**config.mk**
```make
export PLATFORM = sky130hd
export DESIGN_NAME = tx_cg_encoder
export DESIGN_NICKNAME = d
export VERILOG_FILES = /design/src/rtl/tx_enc_pkg.sv /design/src/rtl/tx_enc_fsm.sv /design/src/rtl/tx_enc_symsel.sv /design/src/rtl/tx_enc_oreg.sv /design/src/rtl/tx_cg_encoder.sv
export SDC_FILE = /design/constraint.sdc
export NUM_CORES = 1
export LEC_CHECK = 0
export BUFFER_PORTS_ARGS = -buffer_cell sky130_fd_sc_hd__buf_2
export CORE_AREA = 8 8 45 47
export CTS_CLUSTER_SIZE = 28
export DETAILED_ROUTE_END_ITERATION = 7
export DIE_AREA = 0 0 53 55
export GPL_ROUTABILITY_DRIVEN = 1
export PLACE_DENSITY = 0.71
export SKIP_LAST_GASP = 1
export SLEW_MARGIN = 20
export SYNTH_ARGS = -nofsm -noshare
export SYNTH_HDL_FRONTEND = slang
export SYNTH_HIERARCHICAL = 1
export SYNTH_SLANG_ARGS = --single-unit
export TNS_END_PERCENT = 20
```
**constraint.sdc**
```tcl
create_clock -name clk -period 1.8 [get_ports clk]
set_input_delay 0 -clock clk [delete_from_list [all_inputs] [get_ports clk]]
set_output_delay 0 -clock clk [all_outputs]
set_load 0.05 [all_outputs]
```
**src/rtl/tx_enc_pkg.sv**
```systemverilog
package tx_enc_pkg;
  localparam int NIB_W = 4;
  localparam int SYM_W = 5;
  localparam int ST_W  = 3;

  typedef enum logic [ST_W-1:0] {
    ST_IDLE = 3'd0,
    ST_J    = 3'd1,
    ST_K    = 3'd2,
    ST_DATA = 3'd3,
    ST_T    = 3'd4,
    ST_R    = 3'd5
  } enc_state_t;

  localparam logic [SYM_W-1:0] CG_IDLE = 5'b11111;
  localparam logic [SYM_W-1:0] CG_J    = 5'b11000;
  localparam logic [SYM_W-1:0] CG_K    = 5'b10001;
  localparam logic [SYM_W-1:0] CG_T    = 5'b01101;
  localparam logic [SYM_W-1:0] CG_R    = 5'b00111;
  localparam logic [SYM_W-1:0] CG_HALT = 5'b00100;

  function automatic logic [SYM_W-1:0] nib_to_cg(input logic [NIB_W-1:0] n);
    logic [SYM_W-1:0] c;
    case (n)
      4'h0: c = 5'b11110;
      4'h1: c = 5'b01001;
      4'h2: c = 5'b10100;
      4'h3: c = 5'b10101;
      4'h4: c = 5'b01010;
      4'h5: c = 5'b01011;
      4'h6: c = 5'b01110;
      4'h7: c = 5'b01111;
      4'h8: c = 5'b10010;
      4'h9: c = 5'b10011;
      4'hA: c = 5'b10110;
      4'hB: c = 5'b10111;
      4'hC: c = 5'b11010;
      4'hD: c = 5'b11011;
      4'hE: c = 5'b11100;
      default: c = 5'b11101;
    endcase
    return c;
  endfunction
endpackage

```
**src/rtl/tx_enc_fsm.sv**
```systemverilog
module tx_enc_fsm
  import tx_enc_pkg::*;
(
  input  logic       clk,
  input  logic       rst,
  input  logic       tx_en,
  output enc_state_t state_q,
  output enc_state_t state_d
);
  // Next state is the phase that the code group emitted at this edge belongs to.
  always_comb begin
    state_d = state_q;
    unique case (state_q)
      ST_IDLE: state_d = tx_en ? ST_J : ST_IDLE;
      ST_J:    state_d = ST_K;                 // K always completes
      ST_K:    state_d = tx_en ? ST_DATA : ST_T;
      ST_DATA: state_d = tx_en ? ST_DATA : ST_T;
      ST_T:    state_d = ST_R;                 // R always completes
      ST_R:    state_d = tx_en ? ST_J : ST_IDLE;
      default: state_d = ST_IDLE;
    endcase
  end

  always_ff @(posedge clk) begin
    if (rst) state_q <= ST_IDLE;
    else     state_q <= state_d;
  end
endmodule

```
**src/rtl/tx_enc_symsel.sv**
```systemverilog
module tx_enc_symsel
  import tx_enc_pkg::*;
(
  input  enc_state_t       phase,
  input  logic [NIB_W-1:0] nib,
  input  logic             err,
  output logic [SYM_W-1:0] sym
);
  always_comb begin
    unique case (phase)
      ST_J:    sym = CG_J;
      ST_K:    sym = CG_K;
      ST_DATA: sym = err ? CG_HALT : nib_to_cg(nib);
      ST_T:    sym = CG_T;
      ST_R:    sym = CG_R;
      default: sym = CG_IDLE;
    endcase
  end
endmodule

```
**src/rtl/tx_enc_oreg.sv**
```systemverilog
module tx_enc_oreg #(
  parameter int          W         = 5,
  parameter logic [W-1:0] RESET_VAL = '1
) (
  input  logic         clk,
  input  logic         rst,
  input  logic [W-1:0] d,
  output logic [W-1:0] q
);
  always_ff @(posedge clk) begin
    if (rst) q <= RESET_VAL;
    else     q <= d;
  end
endmodule

```
**src/rtl/tx_cg_encoder.sv**
```systemverilog
module tx_cg_encoder
  import tx_enc_pkg::*;
(
  input  logic             clk,
  input  logic             rst,
  input  logic [NIB_W-1:0] tx_nib,
  input  logic             tx_en,
  input  logic             tx_err,
  output logic [SYM_W-1:0] code_out
);
  enc_state_t       st_q;
  enc_state_t       st_d;
  logic [SYM_W-1:0] sym_d;

  tx_enc_fsm u_fsm (
    .clk     (clk),
    .rst     (rst),
    .tx_en   (tx_en),
    .state_q (st_q),
    .state_d (st_d)
  );

  tx_enc_symsel u_sel (
    .phase (st_d),
    .nib   (tx_nib),
    .err   (tx_err & tx_en),
    .sym   (sym_d)
  );

  tx_enc_oreg #(.W(SYM_W), .RESET_VAL(CG_IDLE)) u_oreg (
    .clk (clk),
    .rst (rst),
    .d   (sym_d),
    .q   (code_out)
  );
endmodule

```
; Word-level counts from Yosys, hierarchy flattened
; Memories as Yosys holds them, arrays and structs flattened.
; Cells that the tools add are included.
[op_classes]
n_eq_ne = 10
mux = 5
bitwise = 1
n_reduce_logical = 3
[ops]
columns = op, count
row1 = $pmux W5 S5, 1
row2 = $eq A3 B2 Y1 const B, 4
row3 = $eq A3 B3 Y1 const B, 4
row4 = $pmux W3 S4, 1
row5 = $eq A3 B1 Y1 const B, 2
row6 = $mux W5, 1
row7 = $reduce_or A2 Y1, 2
row8 = $logic_not A3 Y1, 1
row9 = $mux W3, 1
row10 = $and A1 B1 Y1, 1
row11 = $mux W1, 1
[word_totals]
ff_bits = 8
romBits = 80
out_inout_bits = 5
elab_cells = 22
n_memories = 1
[mem_list]
columns = name, depth, width, read_ports, rd_clocked_by_memory_dff, wr, line
row1 = (no name shown), 16, 5, 1, 0, 0, tx_enc_pkg.sv:24  ; case (n)

; Longest topological paths before layout
; Gate-level depths: netlist of run 1.
[depth]
depth_word = 5
mapped_depth = 7
depth_no_buf = 7

; By module
; Netlist of run 1, hierarchy kept.
[modules_own_cells]
columns = mod, instances, cells_each, area_per_inst_um2, seq_area_each_um2
row1 = tx_enc_symsel, 1, 30, 197.7, 0.0
row2 = tx_enc_fsm, 1, 15, 152.6, 60.1
row3 = tx_enc_oreg, 1, 10, 131.4, 100.1
row4 = tx_cg_encoder, 1, 1, 6.3, 0.0

; Worst setup path before layout of run 1
; OpenSTA, ideal clock, no wires.
[synth_timing]
path_kind = register to register
startpoint = register u_fsm.state_q[1]
endpoint = register u_oreg.q[2]
setup_ns = 0.120
t_arrival_ns = 1.793
required_ns = 1.680
slack_ns = -0.113
stages_incl_launch_ff = 8
period_less_slack_ns = 1.913
path_cell_list = dfxtp_1 nand2b_4 a21oi_1 inv_1 ha_1 nor4_1 o21bai_1 or2_1
[synth_between]
elab_chain_len = 5
[synth_lines]
columns = item, line
row1 = start: declaration, tx_enc_fsm.sv:7  ; output enc_state_t state_q,
row2 = start signal: assignment, tx_enc_fsm.sv:26  ; else state_q <= state_d;
row3 = $eq A3 B3 Y1 (tied with other cells), tx_enc_fsm.sv:13  ; unique case (state_q)
row4 = $reduce_or A2 Y1 (no source line), -
row5 = $pmux W3 S4 *, tx_enc_fsm.sv:13
row6 = via st_d[1], tx_cg_encoder.sv:12  ; enc_state_t st_d;
row7 = $eq A3 B3 Y1 (tied with other cells), tx_enc_symsel.sv:10  ; unique case (phase)
row8 = $pmux W5 S5 *, tx_enc_symsel.sv:10
row9 = via sym_d[2], tx_cg_encoder.sv:13  ; logic [SYM_W-1:0] sym_d;
row10 = end signal: assignment, tx_enc_oreg.sv:11  ; if (rst) q <= RESET_VAL;
row11 = end signal: assignment, tx_enc_oreg.sv:12  ; else q <= d;
row12 = end: declaration, tx_enc_oreg.sv:8  ; output logic [W-1:0] q
; The timed path passes the listed nets; every way through them passes the cells marked *.
; A chain may end at the register's enable or synchronous reset.

; Worst setup path in the final report of run 1
[layout_timing]
startpoint = register u_fsm.state_q[1]
endpoint = register u_oreg.q[0]
; Same word-level chain as after synthesis.

==> Implementation_results.wiki, run 1 <==
{| class="wikitable"
! Metric !! Value
|-
| Run status || complete, no violations
|-
| Worst path arrival time || 1890 ps
|-
| Share of the core filled with cells || 50.6%
|-
| Clock tree from TritonCTS || yes
|-
| Final GP Congestion || 0.892
|-
| Time the final worst path needs with I/O delays and setup || 1750 ps
|-
| PnR worst setup slack || 45.9 ps
|-
| Detailed-route wire length || 1210 microns
|-
| Largest voltage drop on the vdd net || 0.395 mV
|-
| Number of instances in the placed design || 89
|-
| Largest family of logic cells by synthesized area || simple AND/OR/NAND/NOR gates
|-
| Type of the setup path with the least slack || flip-flop to flip-flop
|-
| Floorplan die height || 55 microns
|-
| Final hold slack || 6.82 ps
|-
| Clock slew seen by the registers of the worst setup and hold paths || around 50 ps
|-
| Number of buffers on the longest clock path || 2
|-
| Leakage power total || 0.294 nW
|-
| Tot GR Track Use || 8.37%
|-
| Count of input and output buffers || 12
|-
| Cell types occupying the most area after synthesis || sky130_fd_sc_hd__dfxtp_1, sky130_fd_sc_hd__or2_1, sky130_fd_sc_hd__nand2b_1
|-
| Final Hold Vio Count || 0
|-
| Final Max Slew Viols || 0
|-
| Share of synthesized registers carrying an async set or reset || 0%
|-
| Clk root buf || sky130_fd_sc_hd__clkbuf_4
|-
| Global route overflow || 0
|-
| Layout net count || 89
|-
| Die outline area || 2920 sq um
|-
| Via count of the first global-routing pass || 448
|-
| Clock buffer count from CTS || 3
|-
| Final period utilization || 97.4%
|-
| # setup viols final || 0
|-
| Fraction of the yosys area taken by sequential cells || approximately a third
|-
| Avg Cell Area, Syn || 8.71 sq um
|-
| First-pass GRT wire length || 1840 microns
|-
| Area fraction in and, or, nand and nor cells after synthesis || approximately a third
|-
| Count of non-filler cells in the finished layout || 94
|-
| Register area || 165 sq um
|-
| Post-synthesis cell type count || 32
|-
| Area of the multi-input gates || 365 sq um
|-
| Number of nets produced by synthesis || 65
|-
| Clock latency on the worst-skew pair || about 240 ps
|-
| Biggest area consumer among synthesized cells || sky130_fd_sc_hd__dfxtp_1
|-
| Residual DRC count || 0
|-
| Multiplexer share of the synthesized area || under 10%
|-
| Placement row count || 14
|-
| Detailed-route vias per instance || 5.18
|-
| Floorplan die width || 53 microns
|-
| HPWL after detailed placement || approximately 930 microns
|-
| Fraction of synthesized cell area taken by the top area cell type || 32.8%
|-
| Drt first-iter violations || 18
|-
| Launching element type of the critical path || flip-flop
|-
| Kind of capture point of the worst setup path || flip-flop
|-
| Timing-limited maximum frequency || 0.570 GHz
|-
| Compound-cell area share of the yosys netlist || 26.4%
|-
| Effective utilization at floorplan || 35.3%
|-
| Setup repair after global routing missed its margin || true
|-
| Largest net degree at the start of global routing || 9
|-
| Ys flop type || sky130_fd_sc_hd__dfxtp_1
|-
| Number of flops mapped to enable cells by yosys || 0
|-
| Worst hold path class || input pin to flip-flop
|-
| Worst slew pin tran || 309 ps
|-
| Detailed-routing iteration count for the pre-antenna-repair pass || 4
|-
| Filler Cell Count || 134
|-
| CP required || between 1500 and 2000 ps
|-
| Fraction of final layout cells with drive strength greater than 1 || roughly 45%
|-
| Dominant cell by count in the synthesized netlist || sky130_fd_sc_hd__dfxtp_1
|-
| CP Max Fanout || 7
|-
| Total power divided by cell area || approximately 800 nW/um^2
|-
| Number of synthesized register bits || 8
|-
| Xor and xnor fraction of the mapped netlist area || 0%
|-
| Worst clock skew || 1.88 ps
|-
| Cells after synthesis || 56
|-
| Top Ports || 13
|-
| Total of warnings raised by yosys || 6
|-
| Antenna violations before repair || 0
|-
| Max transition margin || about four fifths
|-
| Number of sinks handled by clock tree synthesis || 8
|-
| Placement Setup Slack || -70.9 ps
|-
| Post-detailed-route wirelength per cell || 12.9 microns
|-
| Max cap viols || 0
|-
| Max H-tree Level || 1
|-
| Most frequent cells after synthesis || sky130_fd_sc_hd__dfxtp_1, sky130_fd_sc_hd__or2_1, sky130_fd_sc_hd__nand2b_1, sky130_fd_sc_hd__nor2_1
|-
| Remaining antenna violation count || 0
|-
| Area of the placeable core || 1380 sq um
|-
| Mapped Area || 488 sq um
|-
| Count of inserted antenna diode cells || 0
|-
| Layout Area Growth over Synthesis || 43.6%
|-
| Fraction of the mapped netlist area in adder cells || 2.56%
|-
| Total via count after detailed routing || 487
|}
-- where the power goes --
part / total [mW] / internal [mW] / switching, mW / leakage (nW)
Sequential: 0.206 / 0.197 / 0.00987 / 0.0672
Combinational: 0.237 / 0.0993 / 0.138 / 0.213
Clock: 0.129 / 0.0758 / 0.0532 / 0.0138
-- stage by stage --
stage	power, mW	TNS, ps	area, sq um
after floorplan	0.362	0	504
after global placement	0.422	-14.2	622
after detailed placement	0.425	-165	622
after CTS	0.559	0	647
after global routing	0.615	-167	701
final	0.573	0	701
-- state kept, by name (all words and copies together) (netlist names) --
register and count:
u_fsm/state_q 3, u_oreg/q 5
-- metal layers --
layer	track usage, %	share of wire, %
met5	0	0
met4	2.16	0
met3	3.48	2.6
met2	15.6	57
met1	8.38	41
-- cell usage in the layout (no fill, tap or decap), drive strengths merged, types with 3 or more instances in the layout --
cell	count
clkbuf	3
a21oi	3
buf	19
inv	3
o31ai	3
dfxtp	8
nand2b	5
nor2	4
or2	5
-- final cells by class --
cell class,instances,area share (%)
Clock buffer,3,3.21
Inverter,3,1.61
Multi-Input combinational cell,45,52.1
Sequential cell,8,23.6
Tap cell,16,2.86
Timing Repair Buffer,19,16.6
-- logic make-up after synthesis --
kind of cell | Yosys count
AOI/OAI and AO/OA | 16
adders and majority gates | 1
buffers and inverters | 3
DFF | 8
muxes | 1
and+or+nand+nor | 27
-- worst max-delay path, stage by stage (launching register included) --
cell,delay (ps)
sky130_fd_sc_hd__dfxtp_4,380
sky130_fd_sc_hd__nor3b_1,180
sky130_fd_sc_hd__a21o_1,170
sky130_fd_sc_hd__ha_2,330
sky130_fd_sc_hd__a211o_1,280
sky130_fd_sc_hd__o31a_1,100
sky130_fd_sc_hd__or2_1,210
-- worst paths after layout --
kind | startpoint | endpoint | slack, ps | cells after the start
max | u_fsm/state_q[1]$_SDFF_PP0_ | u_oreg/q[0]$_SDFF_PP1_ | 50 | 6
min | rst | u_fsm/state_q[1]$_SDFF_PP0_ | 7 | 2
max reg2reg | u_fsm/state_q[1]$_SDFF_PP0_ | u_oreg/q[0]$_SDFF_PP1_ | 50 | 6
min reg2reg | u_fsm/state_q[1]$_SDFF_PP0_ | u_fsm/state_q[0]$_SDFF_PP0_ | 590 | 2
-- what timing repair did --
item / 4_1_cts / 5_1_grt
pin swaps: 0 / 5
resized for setup: 2 / 8
hold buffers: 0 / 0
setup endpoints to repair: 3 / 3
gates cloned: 0 / 0
setup buffers: 0 / 2
(Power assumes the default switching activity.)
==> inputs of run 2 (changes only) <==
CORE_AREA = default   (was 8 8 45 47)
CORE_MARGIN = 8   (was default)
CORE_UTILIZATION = 30   (was default)
DIE_AREA = default   (was 0 0 53 55)
PLACE_DENSITY = 0.5   (was 0.71)
==> run 2 against run 1 <==
Against the previous run: total power up 0.58%; critical path depth up 2; count of clock-buffer cells in the layout unchanged; register-to-register slack gained 40 ps; sequential share of layout area decreased by 0.69 points; sequential power barely moved; critical endpoint is now u_oreg/q[4]$_SDFF_PP1_; setup slack improved by 42 ps; clock power barely moved; die area up 8.9%.
==> Implementation_results.wiki, run 2 (synthesis results as in run 1) <==
{| class="wikitable"
! Metric !! Value
|-
| Run status || complete, no violations
|-
| Antenna violations before repair || 0
|-
| Leakage power total || 0.309 nW
|-
| Count of inserted antenna diode cells || 0
|-
| Largest net degree at the start of global routing || 9
|-
| Layout net count || 92
|-
| First-pass GRT wire length || around 1900 microns
|-
| Fraction of final layout cells with drive strength greater than 1 || 45.7%
|-
| Clock slew seen by the registers of the worst setup and hold paths || 50 ps
|-
| Max transition margin || approximately 83%
|-
| Most common cell after layout, fill and taps aside || sky130_fd_sc_hd__buf_2
|-
| CP required || 1940 ps
|-
| Count of input and output buffers || 12
|-
| Max cap viols || 0
|-
| First element of the critical path || u_fsm/state_q[1]$_SDFF_PP0_
|-
| Post-detailed-route wirelength per cell || 11.8 microns
|-
| Worst hold path class || input pin to flip-flop
|-
| Detailed-routing iteration count for the pre-antenna-repair pass || 4
|-
| Time the final worst path needs with I/O delays and setup || 1710 ps
|-
| Floorplan die width || roughly 56 microns
|-
| Placement row count || 14
|-
| Total power || 0.576 mW
|-
| Share of the core filled with cells || 47.4%
|-
| Total via count after detailed routing || 487
|-
| Via count of the first global-routing pass || between 400 and 500
|-
| Hold depth || 2
|-
| Highest-count cells in the layout ignoring fill and taps || sky130_fd_sc_hd__buf_2, sky130_fd_sc_hd__buf_4, sky130_fd_sc_hd__dfxtp_1
|-
| Critical-path cell list || nand2b_4, a21oi_4, a211oi_4, buf_4, nand2_1, a221oi_2, o31ai_1, or2_1
|-
| Final period utilization || 95.1%
|-
| Clock tree from TritonCTS || yes
|-
| Clk root buf || sky130_fd_sc_hd__clkbuf_4
|-
| Max reg flops || 5
|-
| Type of the setup path with the least slack || flip-flop to flip-flop
|-
| Setup repair after global routing missed its margin || true
|-
| Area of the placeable core || 1520 sq um
|-
| Start point of the worst hold path || rst
|-
| Critical-path top delay cell || sky130_fd_sc_hd__dfxtp_4
|-
| Detailed-route vias per instance || 5.02
|-
| Tot GR Track Use || 7.45%
|-
| Final Max Slew Viols || 0
|-
| Number of sinks handled by clock tree synthesis || 8
|-
| Floorplan die height || 56.3 microns
|-
| Launching element type of the critical path || flip-flop
|-
| Kind of capture point of the worst setup path || flip-flop
|-
| Global route overflow || 0
|-
| Remaining antenna violation count || 0
|-
| HPWL after detailed placement || 890 microns
|-
| Die outline area || 3170 sq um
|-
| Count of non-filler cells in the finished layout || 97
|-
| Timing-limited maximum frequency || roughly 0.6 GHz
|-
| # setup viols final || 0
|-
| Reg with most FFs || u_oreg/q
|-
| Worst slew pin tran || 259 ps
|-
| Largest registers || u_oreg/q (5), u_fsm/state_q (3)
|-
| Max H-tree Level || 1
|-
| Residual DRC count || 0
|-
| Total power divided by cell area || 798 nW/um^2
|-
| Drt first-iter violations || 6
|-
| Final Hold Vio Count || 0
|-
| CP Max Fanout || 5
|-
| Top Ports || 13
|-
| Worst clock skew || 0.786 ps
|-
| Largest voltage drop on the vdd net || 0.559 mV
|-
| Maximum single-stage delay on the critical path || 350 ps
|-
| Worst path arrival time || 1850 ps
|-
| Effective utilization at floorplan || between 30% and 40%
|-
| Layout Area Growth over Synthesis || 47.9%
|-
| Detailed-route wire length || 1150 microns
|-
| Number of buffers on the longest clock path || 2
|-
| Final GP Congestion || 0.818
|-
| RR Startpoint || u_fsm/state_q[1]$_SDFF_PP0_
|-
| Worst Reg2Reg Path Length in Cells || 8
|-
| Clock buffer count from CTS || 3
|-
| Clock latency on the worst-skew pair || 250 ps
|-
| Number of instances in the placed design || 90
|}
==> run 2: cell types whose count changed in the layout (fill, tap and decap cells not counted), sizes merged <==
| cell | before | now |
|---|---|---|
| buf | 19 | 21 |
| dlygate4sd3 | 0 | 1 |
==> run 2: routing by layer <==
metal  track usage (%)  wire (microns)
met1              7.20             501
met5                 0               0
met4                 0               0
met2              13.2             558
met3              5.62              87
==> run 2: critical path: cells and delay by family (launching register included) <==
| kind | cells | cell delay (ps) |
|---|---|---|
| DFF | 1 | 350 |
| AOI/OAI and AO/OA | 4 | 660 |
| and+or+nand+nor | 3 | 430 |
| buffers and inverters | 1 | 170 |
==> run 2: worst paths after layout <==
path	to	slack [ps]
max	u_oreg/q[4]$_SDFF_PP1_	90
min reg2reg	u_fsm/state_q[0]$_SDFF_PP0_	580
min	u_fsm/state_q[0]$_SDFF_PP0_	9
max reg2reg	u_oreg/q[4]$_SDFF_PP1_	90
==> run 2: layout make-up <==
type                       count  area, sq um
clock buffer                   3         22.5
fill                         164          802
inverter                       3         11.3
tap                           16         20.0
sequential                     8          165
multi-input combinational     45          365
timing repair buffer          22          138
==> run 2: what timing repair did <==
item / CTS / global route
pin swaps: 0 / 3
buffers inserted: 0 / 3
hold endpoints to repair: 1 / 0
hold buffers: 1 / 0
setup endpoints to repair: 3 / 3
gates resized for setup: 2 / 7
==> run 2: power breakdown <==
part	switching [mW]	total (mW)	leakage [nW]	internal (mW)
registers	0.00842	0.205	0.0672	0.197
logic	0.137	0.240	0.228	0.103
clock network	0.0555	0.131	0.0138	0.0759
total	0.201	0.576	0.309	0.375
==> run 2: through the flow <==
stage               hold WS (ps)  setup TNS (ps)  instance area [sq um]  setup slack, ps
global route                22.1           -36.0                    722            -36.0
global placement             259            -156                    629            -68.2
detailed placement           263            -193                    629            -84.0
CTS                         4.49           -9.46                    669            -9.46
floorplan                   71.6               0                    504            0.229
finish                      8.62               0                    722             87.4
==> inputs of run 3 (changes only) <==
ABC_AREA = 1   (was default)
CELL_PAD_IN_SITES_DETAIL_PLACEMENT = 0   (was default)
CELL_PAD_IN_SITES_GLOBAL_PLACEMENT = 1   (was default)
CORE_UTILIZATION = 29   (was 30)
MAX_ROUTING_LAYER = met4   (was default)
PLACE_DENSITY = 0.68   (was 0.5)
==> run 3 against run 2 <==
Against the previous run: clock skew up 6.8 ps; core utilization shrank 9.5 points; fmax up 11%; clock power about the same; cell count increased by 35%; global-route usage decreased by 0.29 points; routed wire length decreased by 9.3%; sequential share of layout area grew 1.9 points; die area increased by 6.6%.
==> Implementation_results.wiki, run 3 <==
{| class="wikitable"
! Metric !! Value
|-
| Final period utilization || 85.5%
|-
| Placement row count || 15
|-
| Layout Area Growth over Synthesis || 25.5%
|-
| Antenna violations before repair || 0
|-
| Largest net degree at the start of global routing || 6
|-
| Timing-limited maximum frequency || about 0.65 GHz
|-
| Leakage power total || about 0.37 nW
|-
| Worst slew pin tran || ~260 ps
|-
| Final hold slack || ~110 ps
|-
| Max H-tree Level || 1
|-
| Final GP Congestion || slightly above 0.8
|-
| Mapped Area || 515 sq um
|-
| Most common cell after layout, fill and taps aside || sky130_fd_sc_hd__nand2_1
|-
| Via count of the first global-routing pass || 475
|-
| Post-synthesis cell type count || 17
|-
| Clock latency on the worst-skew pair || 250 ps
|-
| Worst path arrival time || 1670 ps
|-
| Max transition margin || 83.0%
|-
| Top Ports || 13
|-
| Floorplan die height || 58.2 microns
|-
| Detailed-route vias per instance || roughly 3.8
|-
| Area of the placeable core || 1710 sq um
|-
| Worst hold path class || input pin to flip-flop
|-
| Type of the setup path with the least slack || flip-flop to flip-flop
|-
| Clock buffer count from CTS || 3
|-
| Time the final worst path needs with I/O delays and setup || 1540 ps
|-
| Clock tree from TritonCTS || yes
|-
| Max cap viols || 0
|-
| Most frequent cells after synthesis || sky130_fd_sc_hd__nand2_1, sky130_fd_sc_hd__inv_1, sky130_fd_sc_hd__nor2_1
|-
| Remaining antenna violation count || 0
|-
| Final Hold Vio Count || 0
|-
| Detailed-routing iteration count for the pre-antenna-repair pass || 4
|-
| Avg Cell Area, Syn || approximately 5.8 sq um
|-
| Count of input and output buffers || 12
|-
| Post-CTS setup-driven buffer insertion count || 0
|-
| Number of synthesized register bits || 8
|-
| Share of synthesized registers carrying an async set or reset || 0%
|-
| Ys flop type || sky130_fd_sc_hd__dfxtp_1
|-
| Die outline area || 3380 sq um
|-
| First-pass GRT wire length || about 1800 microns
|-
| Dominant cell by count in the synthesized netlist || sky130_fd_sc_hd__nand2_1
|-
| Largest registers || u_oreg/q (5), u_fsm/state_q (3)
|-
| Setup repair after global routing missed its margin || false
|-
| Total power || 0.567 mW
|-
| Number of sinks handled by clock tree synthesis || 8
|-
| Fraction of final layout cells with drive strength greater than 1 || between 20% and 30%
|-
| Number of nets produced by synthesis || 98
|-
| Floorplan die width || 58.2 microns
|-
| Fraction of the yosys area taken by sequential cells || 31.1%
|-
| Cell types occupying the most area after synthesis || sky130_fd_sc_hd__dfxtp_1, sky130_fd_sc_hd__nand2_1, sky130_fd_sc_hd__inv_1
|-
| CP required || approximately 1900 ps
|-
| Total power divided by cell area || 877 nW/um^2
|-
| Layout net count || 117
|-
| Worst clock skew || ~7.6 ps
|-
| Hold depth || 3
|-
| Launching element type of the critical path || flip-flop
|-
| Max reg flops || 5
|-
| Global route overflow || 0
|-
| Filler Cell Count || 192
|-
| Register area || 160 sq um
|-
| # setup viols final || 0
|-
| Largest voltage drop on the vdd net || 0.268 mV
|-
| # resized after CTS || 0
|-
| Drt first-iter violations || 7
|-
| Run status || complete, no violations
|-
| Number of flops mapped to enable cells by yosys || 0
|-
| Final Max Slew Viols || 0
|-
| Clk root buf || sky130_fd_sc_hd__clkbuf_4
|-
| Post-detailed-route wirelength per cell || 7.94 microns
|-
| Count of inserted antenna diode cells || 0
|-
| Biggest area consumer among synthesized cells || sky130_fd_sc_hd__dfxtp_1
|-
| Area of the multi-input gates || 269 sq um
|-
| Number of buffers on the longest clock path || 2
|-
| Cells after synthesis || 89
|-
| Total via count after detailed routing || 503
|-
| Worst Reg2Reg Path Length in Cells || 10
|-
| Detailed-route wire length || 1040 microns
|-
| Fraction of synthesized cell area taken by the top area cell type || between 30 and 40%
|-
| Kind of capture point of the worst setup path || flip-flop
|-
| Total of warnings raised by yosys || 6
|-
| Total Neg Setup Slack || 0 ps
|-
| Tot GR Track Use || 7.16%
|-
| Reg with most FFs || u_oreg/q
|-
| Clock slew seen by the registers of the worst setup and hold paths || 60 ps
|-
| Highest-count cells in the layout ignoring fill and taps || sky130_fd_sc_hd__nand2_1, sky130_fd_sc_hd__inv_1, sky130_fd_sc_hd__buf_2, sky130_fd_sc_hd__nor2_1, sky130_fd_sc_hd__dfxtp_1
|-
| Residual DRC count || 0
|-
| CP Max Fanout || 5
|-
| Effective utilization at floorplan || between 30% and 40%
|-
| HPWL after detailed placement || just under 900 microns
|}
==> run 3: cell count changes in the layout (fill, tap and decap cells not counted), moves of 5 or more <==
cell / delta
sky130_fd_sc_hd__buf_4: -8
sky130_fd_sc_hd__inv_1: +18
sky130_fd_sc_hd__nand2_1: +23
sky130_fd_sc_hd__nor2_1: +8
sky130_fd_sc_hd__or2_1: -5
==> run 3: where the power goes <==
part,internal (mW),total (mW),leakage (nW),switching (mW)
sequential,0.200,0.208,0.0661,0.00814
combinational,0.0713,0.228,0.290,0.157
clock,0.0759,0.131,0.0138,0.0552
total,0.347,0.567,0.370,0.220
==> run 3: worst max-delay path: stages, from the launching register on <==
cell	delay, ps
sky130_fd_sc_hd__dfxtp_1	390
sky130_fd_sc_hd__o21ai_0	130
sky130_fd_sc_hd__nor2_1	130
sky130_fd_sc_hd__inv_1	80
sky130_fd_sc_hd__ha_1	330
sky130_fd_sc_hd__inv_1	60
sky130_fd_sc_hd__nand2_1	60
sky130_fd_sc_hd__nor2_1	80
sky130_fd_sc_hd__nand2_1	60
sky130_fd_sc_hd__inv_1	50
sky130_fd_sc_hd__nand2_1	40
==> run 3: repair_timing <==
action,4_1_cts,5_1_grt
hold endpoints to repair,3,0
endpoints found under the setup margin,0,0
hold buffers,1,0
==> run 3: cells by family after synthesis <==
family	Yosys count	share of synthesized area (%)
buf+inv	23	16.7
compound gates	7	6.79
simple gates	50	43.0
flops	8	31.1
fa+ha+maj	1	2.43
==> run 3: routing by layer <==
metal  GRT usage (%)  wire length, microns  up-vias
met5               -                     0        -
met4            4.20                     6        0
met3            3.53                    90        2
met2            10.5                   411        9
met1            7.64                   531      195
li1                -                     -      297
==> run 3: layout make-up <==
cell class / count / share of cell area (%)
clock buffers: 3 / 3.48
inverters: 23 / 13.3
multi-input cells: 58 / 41.6
flip-flops and latches: 8 / 24.8
well taps: 25 / 4.84
repair buffers: 14 / 12.0
==> run 3: worst paths after layout <==
kind	start	to	slack, ps
setup reg to reg	u_fsm/state_q[1]$_SDFF_PP0_	u_oreg/q[3]$_SDFF_PP1_	260
hold / removal	tx_en	u_fsm/state_q[2]$_SDFF_PP0_	110
hold reg to reg	u_fsm/state_q[2]$_SDFF_PP0_	u_fsm/state_q[2]$_SDFF_PP0_	550
setup / recovery	u_fsm/state_q[1]$_SDFF_PP0_	u_oreg/q[3]$_SDFF_PP1_	260
==> run 3: through the flow <==
step	area [sq um]	util, %	std cells	setup slack, ps
final	647	37.9	131	262
after global routing	647	37.9	131	69.2
after CTS	647	37.9	131	260
after detailed placement	614	36.0	127	279
after global placement	614	36.0	127	279
after floorplan	515	-	89	229
